## src/rtl/pp_dma_pkg.sv

```systemverilog
// Package: shared constants, descriptor type and engine states for the
// two-descriptor byte DMA. Assumes one byte moves per memory beat.
package pp_dma_pkg;
    localparam int ADDR_W        = 32;
    localparam int LEN_W         = 12;
    localparam int BYTE_W        = 8;
    localparam int CTX_W         = 64;
    localparam int NUM_CTX       = 2;
    localparam int REG_AW        = 2;
    localparam int PAGE_BITS     = 12;
    localparam int IN_ALIGN_BITS = 6;

    // descriptor field positions (decoded by software, so fixed)
    localparam int LEN_LSB  = 32;
    localparam int LAST_BIT = 63;

    // register window
    localparam logic [REG_AW-1:0] ADDR_CTRL = 2'd2;
    localparam logic [REG_AW-1:0] ADDR_DIAG = 2'd3;

    // control word bits
    localparam int CB_DIR = 0;
    localparam int CB_EN  = 1;
    localparam int CB_RST = 2;
    localparam int CB_VB  = 3;
    localparam int CB_VA  = 4;

    // diagnostic word layout
    localparam int DG_SEL = 0;
    localparam int DG_ACT = 1;
    localparam int DG_CNT = 2;

    typedef struct packed {
        logic              last;
        logic [LEN_W-1:0]  len;
        logic [ADDR_W-1:0] base;
    } ctx_t;

    typedef enum logic [2:0] {
        ST_IDLE, ST_LOAD, ST_RD, ST_PUSH, ST_PULL, ST_WR, ST_DONE
    } xfer_st_t;

    function automatic ctx_t unpack_ctx(input logic [CTX_W-1:0] w);
        ctx_t c;
        c.base = w[ADDR_W-1:0];
        c.len  = w[LEN_LSB +: LEN_W];
        c.last = w[LAST_BIT];
        return c;
    endfunction

    // valid-bit position in the control word for context i (A=0, B=1)
    function automatic int valid_bit(input int i);
        return CB_VA - i;
    endfunction
endpackage

```

## src/rtl/pp_dma_bounds.sv

```systemverilog
// Module: descriptor legality check. Flags a transfer that would run past
// the end of its page, or an input transfer whose base is not aligned.
// Assumes the byte count fits in PAGE_BITS bits.
module pp_dma_bounds
    import pp_dma_pkg::*;
#(
    parameter int PAGE_B  = PAGE_BITS,
    parameter int ALIGN_B = IN_ALIGN_BITS
) (
    input  ctx_t ctx_i,
    input  logic dir_i,
    output logic err_o
);
    localparam int END_W = PAGE_B + 1;
    localparam logic [END_W-1:0] PAGE_SIZE = END_W'(1) << PAGE_B;

    logic [END_W-1:0] end_off;
    logic             crosses;
    logic             misaligned;

    // offset just past the last byte, inside the page
    always_comb begin
        end_off    = {1'b0, ctx_i.base[PAGE_B-1:0]} + END_W'(ctx_i.len);
        crosses    = end_off > PAGE_SIZE;
        misaligned = dir_i && (|ctx_i.base[ALIGN_B-1:0]);
        err_o      = crosses || misaligned;
    end
endmodule

```

## src/rtl/pp_dma_regs.sv

```systemverilog
// Module: register window. Holds both descriptors, their valid bits, the
// enable and direction bits, and returns the read word. The engine clears a
// valid bit on completion and the enable bit on an error.
module pp_dma_regs
    import pp_dma_pkg::*;
(
    input  logic              clk,
    input  logic              rst_n,
    input  logic              reg_we,
    input  logic [REG_AW-1:0] reg_addr,
    input  logic [CTX_W-1:0]  reg_wdata,
    input  logic [CTX_W-1:0]  diag_i,
    input  logic              sel_i,
    input  logic              done_i,
    input  logic              stop_i,
    output logic [CTX_W-1:0]  reg_rdata,
    output ctx_t              cur_ctx_o,
    output logic [NUM_CTX-1:0] valid_o,
    output logic              en_o,
    output logic              dir_o,
    output logic              soft_rst_o
);
    logic [CTX_W-1:0] words [NUM_CTX];
    logic             ctrl_wr;
    logic             en_q, dir_q;
    logic [CTX_W-1:0] ctrl_rd;

    assign ctrl_wr    = reg_we && (reg_addr == ADDR_CTRL);
    assign soft_rst_o = ctrl_wr && reg_wdata[CB_RST];

    for (genvar i = 0; i < NUM_CTX; i++) begin : g_ctx
        logic [CTX_W-1:0] word_q;
        logic             vld_q;
        logic             wr_ctx;

        assign wr_ctx = reg_we && (reg_addr == REG_AW'(i));

        // descriptor storage, kept across a channel reset
        always_ff @(posedge clk) begin
            if (!rst_n)      word_q <= '0;
            else if (wr_ctx) word_q <= reg_wdata;
        end

        // valid bit: armed by software, dropped on completion or reset
        always_ff @(posedge clk) begin
            if (!rst_n || soft_rst_o)                        vld_q <= 1'b0;
            else if (ctrl_wr && reg_wdata[valid_bit(i)])     vld_q <= 1'b1;
            else if (done_i && (sel_i == 1'(i)))             vld_q <= 1'b0;
        end

        assign words[i]   = word_q;
        assign valid_o[i] = vld_q;
    end

    // enable and direction bits
    always_ff @(posedge clk) begin
        if (!rst_n || soft_rst_o) begin
            en_q  <= 1'b0;
            dir_q <= 1'b0;
        end else if (ctrl_wr) begin
            en_q  <= reg_wdata[CB_EN];
            dir_q <= reg_wdata[CB_DIR];
        end else if (stop_i) begin
            en_q  <= 1'b0;
        end
    end

    // control word as seen by a read
    always_comb begin
        ctrl_rd         = '0;
        ctrl_rd[CB_DIR] = dir_q;
        ctrl_rd[CB_EN]  = en_q;
        ctrl_rd[CB_VA]  = valid_o[0];
        ctrl_rd[CB_VB]  = valid_o[1];
    end

    // read mux
    always_comb begin
        case (reg_addr)
            ADDR_CTRL: reg_rdata = ctrl_rd;
            ADDR_DIAG: reg_rdata = diag_i;
            default:   reg_rdata = words[reg_addr[0]];
        endcase
    end

    assign cur_ctx_o = unpack_ctx(words[sel_i]);
    assign en_o      = en_q;
    assign dir_o     = dir_q;
endmodule

```

## src/rtl/pp_dma_xfer.sv

```systemverilog
// Module: transfer sequencer. Picks the context, loads it, moves bytes one
// at a time between the memory port and the device handshake, and signals
// completion, terminal count and errors. Assumes the memory acknowledges a
// beat only while it is requested.
module pp_dma_xfer
    import pp_dma_pkg::*;
(
    input  logic               clk,
    input  logic               rst_n,
    input  logic               soft_rst_i,
    input  logic               en_i,
    input  logic               dir_i,
    input  ctx_t               cur_ctx_i,
    input  logic [NUM_CTX-1:0] valid_i,
    input  logic               bound_err_i,
    input  logic               mem_ack_i,
    input  logic               mem_err_i,
    input  logic [BYTE_W-1:0]  mem_rdata_i,
    input  logic               dev_out_ready_i,
    input  logic               dev_in_valid_i,
    input  logic [BYTE_W-1:0]  dev_in_data_i,
    output logic               sel_o,
    output logic               done_o,
    output logic               tc_o,
    output logic               stop_o,
    output logic               active_o,
    output logic [LEN_W-1:0]   cnt_o,
    output logic               mem_req_o,
    output logic               mem_we_o,
    output logic [ADDR_W-1:0]  mem_addr_o,
    output logic [BYTE_W-1:0]  mem_wdata_o,
    output logic               dev_out_valid_o,
    output logic [BYTE_W-1:0]  dev_out_data_o,
    output logic               dev_in_ready_o
);
    xfer_st_t          st_q;
    logic              sel_q;
    logic              last_q;
    logic [ADDR_W-1:0] addr_q;
    logic [LEN_W-1:0]  cnt_q;
    logic [BYTE_W-1:0] data_q;
    logic              beat_ok;
    logic              beat_bad;
    logic              final_byte;

    assign beat_ok    = en_i && mem_ack_i && !mem_err_i;
    assign beat_bad   = en_i && mem_ack_i && mem_err_i;
    assign final_byte = (cnt_q == LEN_W'(1));

    // sequencer state, pointer, counter and byte holding register
    always_ff @(posedge clk) begin
        if (!rst_n || soft_rst_i) begin
            st_q   <= ST_IDLE;
            sel_q  <= 1'b0;
            last_q <= 1'b0;
            addr_q <= '0;
            cnt_q  <= '0;
            data_q <= '0;
        end else begin
            case (st_q)
                ST_IDLE: if (en_i) begin
                    if (valid_i[sel_q])       st_q  <= ST_LOAD;
                    else if (valid_i[!sel_q]) sel_q <= !sel_q;
                end
                ST_LOAD: if (en_i) begin
                    last_q <= cur_ctx_i.last;
                    addr_q <= cur_ctx_i.base;
                    cnt_q  <= cur_ctx_i.len;
                    if (bound_err_i)                 st_q <= ST_IDLE;
                    else if (cur_ctx_i.len == '0)    st_q <= ST_DONE;
                    else if (dir_i)                  st_q <= ST_PULL;
                    else                             st_q <= ST_RD;
                end
                ST_RD: begin
                    if (beat_bad) st_q <= ST_IDLE;
                    else if (beat_ok) begin
                        data_q <= mem_rdata_i;
                        st_q   <= ST_PUSH;
                    end
                end
                ST_PUSH: if (en_i && dev_out_ready_i) begin
                    addr_q <= addr_q + 1'b1;
                    cnt_q  <= cnt_q - 1'b1;
                    st_q   <= final_byte ? ST_DONE : ST_RD;
                end
                ST_PULL: if (en_i && dev_in_valid_i) begin
                    data_q <= dev_in_data_i;
                    st_q   <= ST_WR;
                end
                ST_WR: begin
                    if (beat_bad) st_q <= ST_IDLE;
                    else if (beat_ok) begin
                        addr_q <= addr_q + 1'b1;
                        cnt_q  <= cnt_q - 1'b1;
                        st_q   <= final_byte ? ST_DONE : ST_PULL;
                    end
                end
                ST_DONE: begin
                    sel_q <= !sel_q;
                    st_q  <= ST_IDLE;
                end
                default: st_q <= ST_IDLE;
            endcase
        end
    end

    // handshake and event outputs
    always_comb begin
        mem_req_o       = en_i && ((st_q == ST_RD) || (st_q == ST_WR));
        mem_we_o        = (st_q == ST_WR);
        mem_addr_o      = addr_q;
        mem_wdata_o     = data_q;
        dev_out_valid_o = en_i && (st_q == ST_PUSH);
        dev_out_data_o  = data_q;
        dev_in_ready_o  = en_i && (st_q == ST_PULL);
        done_o          = (st_q == ST_DONE);
        tc_o            = (st_q == ST_DONE) && last_q;
        stop_o          = ((st_q == ST_LOAD) && en_i && bound_err_i)
                        || (((st_q == ST_RD) || (st_q == ST_WR)) && beat_bad);
        active_o        = en_i && (st_q != ST_IDLE);
    end

    assign sel_o = sel_q;
    assign cnt_o = cnt_q;
endmodule

```

## src/rtl/pp_dma.sv

```systemverilog
// Module: top of the two-descriptor byte DMA. Connects the register window,
// the legality check and the sequencer, and builds the diagnostic word.
module pp_dma
    import pp_dma_pkg::*;
(
    input  logic              clk,
    input  logic              rst_n,
    input  logic              reg_we,
    input  logic [1:0]        reg_addr,
    input  logic [63:0]       reg_wdata,
    output logic [63:0]       reg_rdata,
    output logic              mem_req,
    output logic              mem_we,
    output logic [31:0]       mem_addr,
    output logic [7:0]        mem_wdata,
    input  logic              mem_ack,
    input  logic              mem_err,
    input  logic [7:0]        mem_rdata,
    output logic              dev_out_valid,
    output logic [7:0]        dev_out_data,
    input  logic              dev_out_ready,
    input  logic              dev_in_valid,
    input  logic [7:0]        dev_in_data,
    output logic              dev_in_ready,
    output logic              dev_tc,
    output logic              irq_ctx_a,
    output logic              irq_ctx_b,
    output logic              irq_merr
);
    ctx_t               cur_ctx;
    logic [NUM_CTX-1:0] ctx_valid;
    logic               ch_en, ch_dir, soft_rst;
    logic               xfer_sel, xfer_done, xfer_stop, xfer_act, bound_err;
    logic [LEN_W-1:0]   xfer_cnt;
    logic [CTX_W-1:0]   diag_word;

    // diagnostic word: context in use, busy, bytes left
    always_comb begin
        diag_word                     = '0;
        diag_word[DG_SEL]             = xfer_sel;
        diag_word[DG_ACT]             = xfer_act;
        diag_word[DG_CNT +: LEN_W]    = xfer_cnt;
    end

    pp_dma_regs u_regs (
        .clk        (clk),
        .rst_n      (rst_n),
        .reg_we     (reg_we),
        .reg_addr   (reg_addr),
        .reg_wdata  (reg_wdata),
        .diag_i     (diag_word),
        .sel_i      (xfer_sel),
        .done_i     (xfer_done),
        .stop_i     (xfer_stop),
        .reg_rdata  (reg_rdata),
        .cur_ctx_o  (cur_ctx),
        .valid_o    (ctx_valid),
        .en_o       (ch_en),
        .dir_o      (ch_dir),
        .soft_rst_o (soft_rst)
    );

    pp_dma_bounds u_bounds (
        .ctx_i (cur_ctx),
        .dir_i (ch_dir),
        .err_o (bound_err)
    );

    pp_dma_xfer u_xfer (
        .clk             (clk),
        .rst_n           (rst_n),
        .soft_rst_i      (soft_rst),
        .en_i            (ch_en),
        .dir_i           (ch_dir),
        .cur_ctx_i       (cur_ctx),
        .valid_i         (ctx_valid),
        .bound_err_i     (bound_err),
        .mem_ack_i       (mem_ack),
        .mem_err_i       (mem_err),
        .mem_rdata_i     (mem_rdata),
        .dev_out_ready_i (dev_out_ready),
        .dev_in_valid_i  (dev_in_valid),
        .dev_in_data_i   (dev_in_data),
        .sel_o           (xfer_sel),
        .done_o          (xfer_done),
        .tc_o            (dev_tc),
        .stop_o          (xfer_stop),
        .active_o        (xfer_act),
        .cnt_o           (xfer_cnt),
        .mem_req_o       (mem_req),
        .mem_we_o        (mem_we),
        .mem_addr_o      (mem_addr),
        .mem_wdata_o     (mem_wdata),
        .dev_out_valid_o (dev_out_valid),
        .dev_out_data_o  (dev_out_data),
        .dev_in_ready_o  (dev_in_ready)
    );

    assign irq_ctx_a = xfer_done && !xfer_sel;
    assign irq_ctx_b = xfer_done &&  xfer_sel;
    assign irq_merr  = xfer_stop;
endmodule

```

## config.mk

```make
export PLATFORM = sky130hd
export DESIGN_NAME = pp_dma
export DESIGN_NICKNAME = d
export VERILOG_FILES = /design/src/rtl/pp_dma_pkg.sv /design/src/rtl/pp_dma_bounds.sv /design/src/rtl/pp_dma_regs.sv /design/src/rtl/pp_dma_xfer.sv /design/src/rtl/pp_dma.sv
export SDC_FILE = /design/constraint.sdc
export NUM_CORES = 1
export LEC_CHECK = 0
export BUFFER_PORTS_ARGS = -buffer_cell sky130_fd_sc_hd__buf_2
export CORE_MARGIN = 5
export CORE_UTILIZATION = 50
export CTS_CLUSTER_DIAMETER = 60
export DETAILED_ROUTE_END_ITERATION = 16
export PLACE_DENSITY = 0.87
export SETUP_SLACK_MARGIN = 0.02
export SYNTH_ARGS = -nofsm -noshare
export SYNTH_HDL_FRONTEND = slang
export SYNTH_SLANG_ARGS = --single-unit
```

## constraint.sdc

```tcl
create_clock -name clk -period 3.7 [get_ports clk]
set_input_delay 0.37 -clock clk [delete_from_list [all_inputs] [get_ports clk]]
set_output_delay 0.37 -clock clk [all_outputs]
set_load 0.02 [all_outputs]
```

==> flow_summary.json <==
{
  "critPathKind": "flop to output port",
  "status": "finished, violations left",
  "syn_avg_cell_area_um2": 7.68,
  "grt_pass1_wl_um": 52600,
  "cp-end-kind": "output port",
  "synth_cell_types": 61,
  "start_util_pct": 50.3,
  "synth_edf_count": 0,
  "die_x_um": 155,
  "netlist_area_mm2": 0.0105,
  "grt.overflow.total": 0,
  "violations": "negative setup slack",
  "slowest_stage": "or4_1",
  "tightest_slew_ns": 1.05,
  "cts_tree": "done",
  "drc": 0,
  "crit_arrival_ns": 3.87,
  "synth-async-reset-ratio_pct": 0,
  "drt_iter0_markers": 994,
  "powerDensity_mw_per_mm2": 362,
  "syn2layout_area_growth_pct": 21.6,
  "ir_drop_v": 0.000290,
  "grt_max_degree": 129,
  "cts-root-buf": "clkbuf_16",
  "crit_family": "compound AO/OA/AOI/OAI gates",
  "synth-seq-area-share_pct": 36.0,
  "rows": 53,
  "io_buffers": 208,
  "ys_seq_elements": 189,
  "startpoint_type": "flop",
  "numCtsBuffers": 17,
  "path_cells": "mux2i_2 -> inv_1 -> ha_2 -> fa_2 -> a21oi_4 -> o221ai_2 -> a221oi_2 -> mux2i_1 -> or4_1 -> a221o_1 -> a21o_2 -> buf_6",
  "wl_per_cell_um": 18.3,
  "slew_headroom_pct": 29.7,
  "fin_skew_ns": 0.0120,
  "gp_congestion": 0.932,
  "setup_viol": 3,
  "synthesis.nets": 1473,
  "hp-class": "input pin to flop",
  "htreeDepth": 4,
  "synth.most_common_cell": "nand2_1",
  "slew_viol_final": 0,
  "antenna_found_initial": 3,
  "multi_input_area_mm2": 0.00629,
  "fin_crit_sh_pct": 115,
  "ioPinCount": 209,
  "nFillCells": 1792,
  "period_needed_ns": 4.24,
  "required_ns": 3.33,
  "final-seq-area_mm2": 0.00379,
  "ant_nets": 0,
  "fp.coreArea_mm2": 0.0209,
  "ys.flop_type": "dfxtp_1",
  "via_count": 10700,
  "drive_gt1_share_pct": 23.2,
  "cts.sinks": 189,
  "fmax_mhz": 236,
  "finalPower_mw": 4.63,
  "path_clk_slew_ns": 0.08,
  "clock_path_buffers": 2,
  "synth_top_area_share_pct": 36.0,
  "hold_viol_final": 0,
  "yosys_warnings": 0,
  "clk_latency_ns": 0.44,
  "hpwl_um": 22800,
  "path_max_fanout": 7,
  "synthTopCellsByArea": "dfxtp_1 (36%), nand2_1 (11%), a21boi_0 (9.1%), mux2i_1 (8.8%), nor2_1 (4.6%)",
  "synth_top_area_cell": "dfxtp_1",
  "diodes": 0,
  "cp.buffers_inverters": 2,
  "via_per_inst": 5.85,
  "rsz0062_at_grt": "yes",
  "die_y_um": 155,
  "grt_pass1_vias": 10100,
  "grt_usage_pct": 26.8,
  "leakage_nw": 5.30,
  "wirelength_um": 33500,
  "syn_inst": 1368,
  "critPathMaxStageDelay_ns": 0.50,
  "synthTopCellsByCount": "nand2_1 (309), dfxtp_1 (189), a21boi_0 (128), nor2_1 (128), mux2i_1 (92)",
  "postLayoutCoreUtil_pct": 61.2,
  "layout.nets": 1649,
  "dieArea_mm2": 0.0240,
  "setup_ws_ns": -0.542,
  "cap_violations": 0,
  "first_pass_iters": 5
}
## worst paths after layout
check / startpoint / to / slack [ns] / cells past startpoint
worst min-delay path: reg_wdata[47] / u_regs.g_ctx[1].word_q[47] / 0.18 / 3
worst max register to register: u_xfer.sel_o / u_xfer.st_q[1] / -0.11 / 13
worst min register to register: u_regs.g_ctx[1].word_q[46] / u_regs.g_ctx[1].word_q[46] / 0.47 / 2
worst max-delay path: u_xfer.sel_o / irq_merr / -0.54 / 12
## where the power goes
group          switching (mW)  internal, mW  leakage, nW
Sequential             0.0426          2.08         1.53
Clock                   0.891          1.11        0.308
Combinational           0.291         0.212         3.46
Total                    1.22          3.41         5.30
## final cells by class
class	instances	area share [%]
Tap cell	275	2.69
Inverter	30	0.881
Timing Repair Buffer	267	12.6
Clock inverter	14	1.60
Multi-Input combinational cell	1039	49.2
Sequential cell	189	29.6
Clock buffer	18	3.43
## cells in the final DEF, fill, tap and decap left out, drive strengths merged, types with 4 or more instances in the layout
cell type,count
ha,15
a211oi,23
a21boi,128
a21o,4
a21oi,63
o21ai,58
nand4,7
clkbuf,18
nand2,309
nor2,128
mux2i,92
xnor2,5
inv,36
or4,5
or2,5
o211ai,5
nor2b,8
or3,8
and3,12
nand3b,4
o22ai,14
nand2b,5
a22oi,12
nor4,5
nor3,30
buf,265
mux2,23
a31oi,10
nand3,19
dfxtp,189
and2,4
a22o,10
## state kept, by name, indices dropped and copies added, names as in the netlist
register,count
u_regs.g_ctx.word_q,128
u_xfer.mem_addr_o,32
u_xfer.cnt_o,12
u_xfer.dev_out_data_o,8
u_xfer.st_q,3
u_regs.g_ctx.vld_q,2
u_regs.dir_o,1
u_regs.en_o,1
u_xfer.last_q,1
u_xfer.sel_o,1
## per-layer routing
layer  up-vias  wire length, um  part of all wire, %  track usage (%)
met5         -               28                0.084                0
met2       555            15600                   47             43.7
met1      4988            13400                   40             34.2
met4         6             1150                  3.4             9.97
li1       5088                -                    -                -
met3        87             3300                  9.9             7.15
## kinds of logic (layout without fill, tap and decap cells)
family	Yosys count	after routing	share of synthesized area [%]
AOI/OAI and AO/OA	344	344	22.0
xor gates and xnor gates	6	6	0.500
adders and majority gates	16	16	1.98
buffers and inverters	140	329	5.33
DFF	189	189	36.0
muxes	118	118	11.9
and+or+nand+nor	555	555	22.3
## worst register-to-register path: stages, from the launching register on
cell and delay [ns]:
dfxtp_4 0.44, mux2i_2 0.26, inv_1 0.10, ha_2 0.21, fa_2 0.42, a21oi_4 0.16
o221ai_2 0.14, a221oi_2 0.36, mux2i_1 0.12, or4_1 0.50, a221o_1 0.35, buf_4 0.15
or4_1 0.39, a31oi_1 0.13
## per-stage QoR
step	setup TNS, ns	std cells	setup slack, ns	hold slack (ns)	cell area (um^2)
floorplan	0	1368	0.0352	0.443	10500
global placement	-0.0225	1788	-0.0225	0.453	11900
detailed placement	-0.185	1788	-0.102	0.459	11900
CTS	-0.666	1828	-0.544	0.172	12700
global route	-1.11	1832	-0.658	0.184	12800
finish	-0.731	1832	-0.542	0.181	12800
## what timing repair did
action	4_1_cts	5_1_grt
setup endpoints to repair	3	4
hold endpoints to repair	0	0
gates cloned	2	0
setup buffers	6	4
pin swaps	14	8
hold buffers	0	0
gates resized for setup	14	3
(Power assumes the default switching activity.)
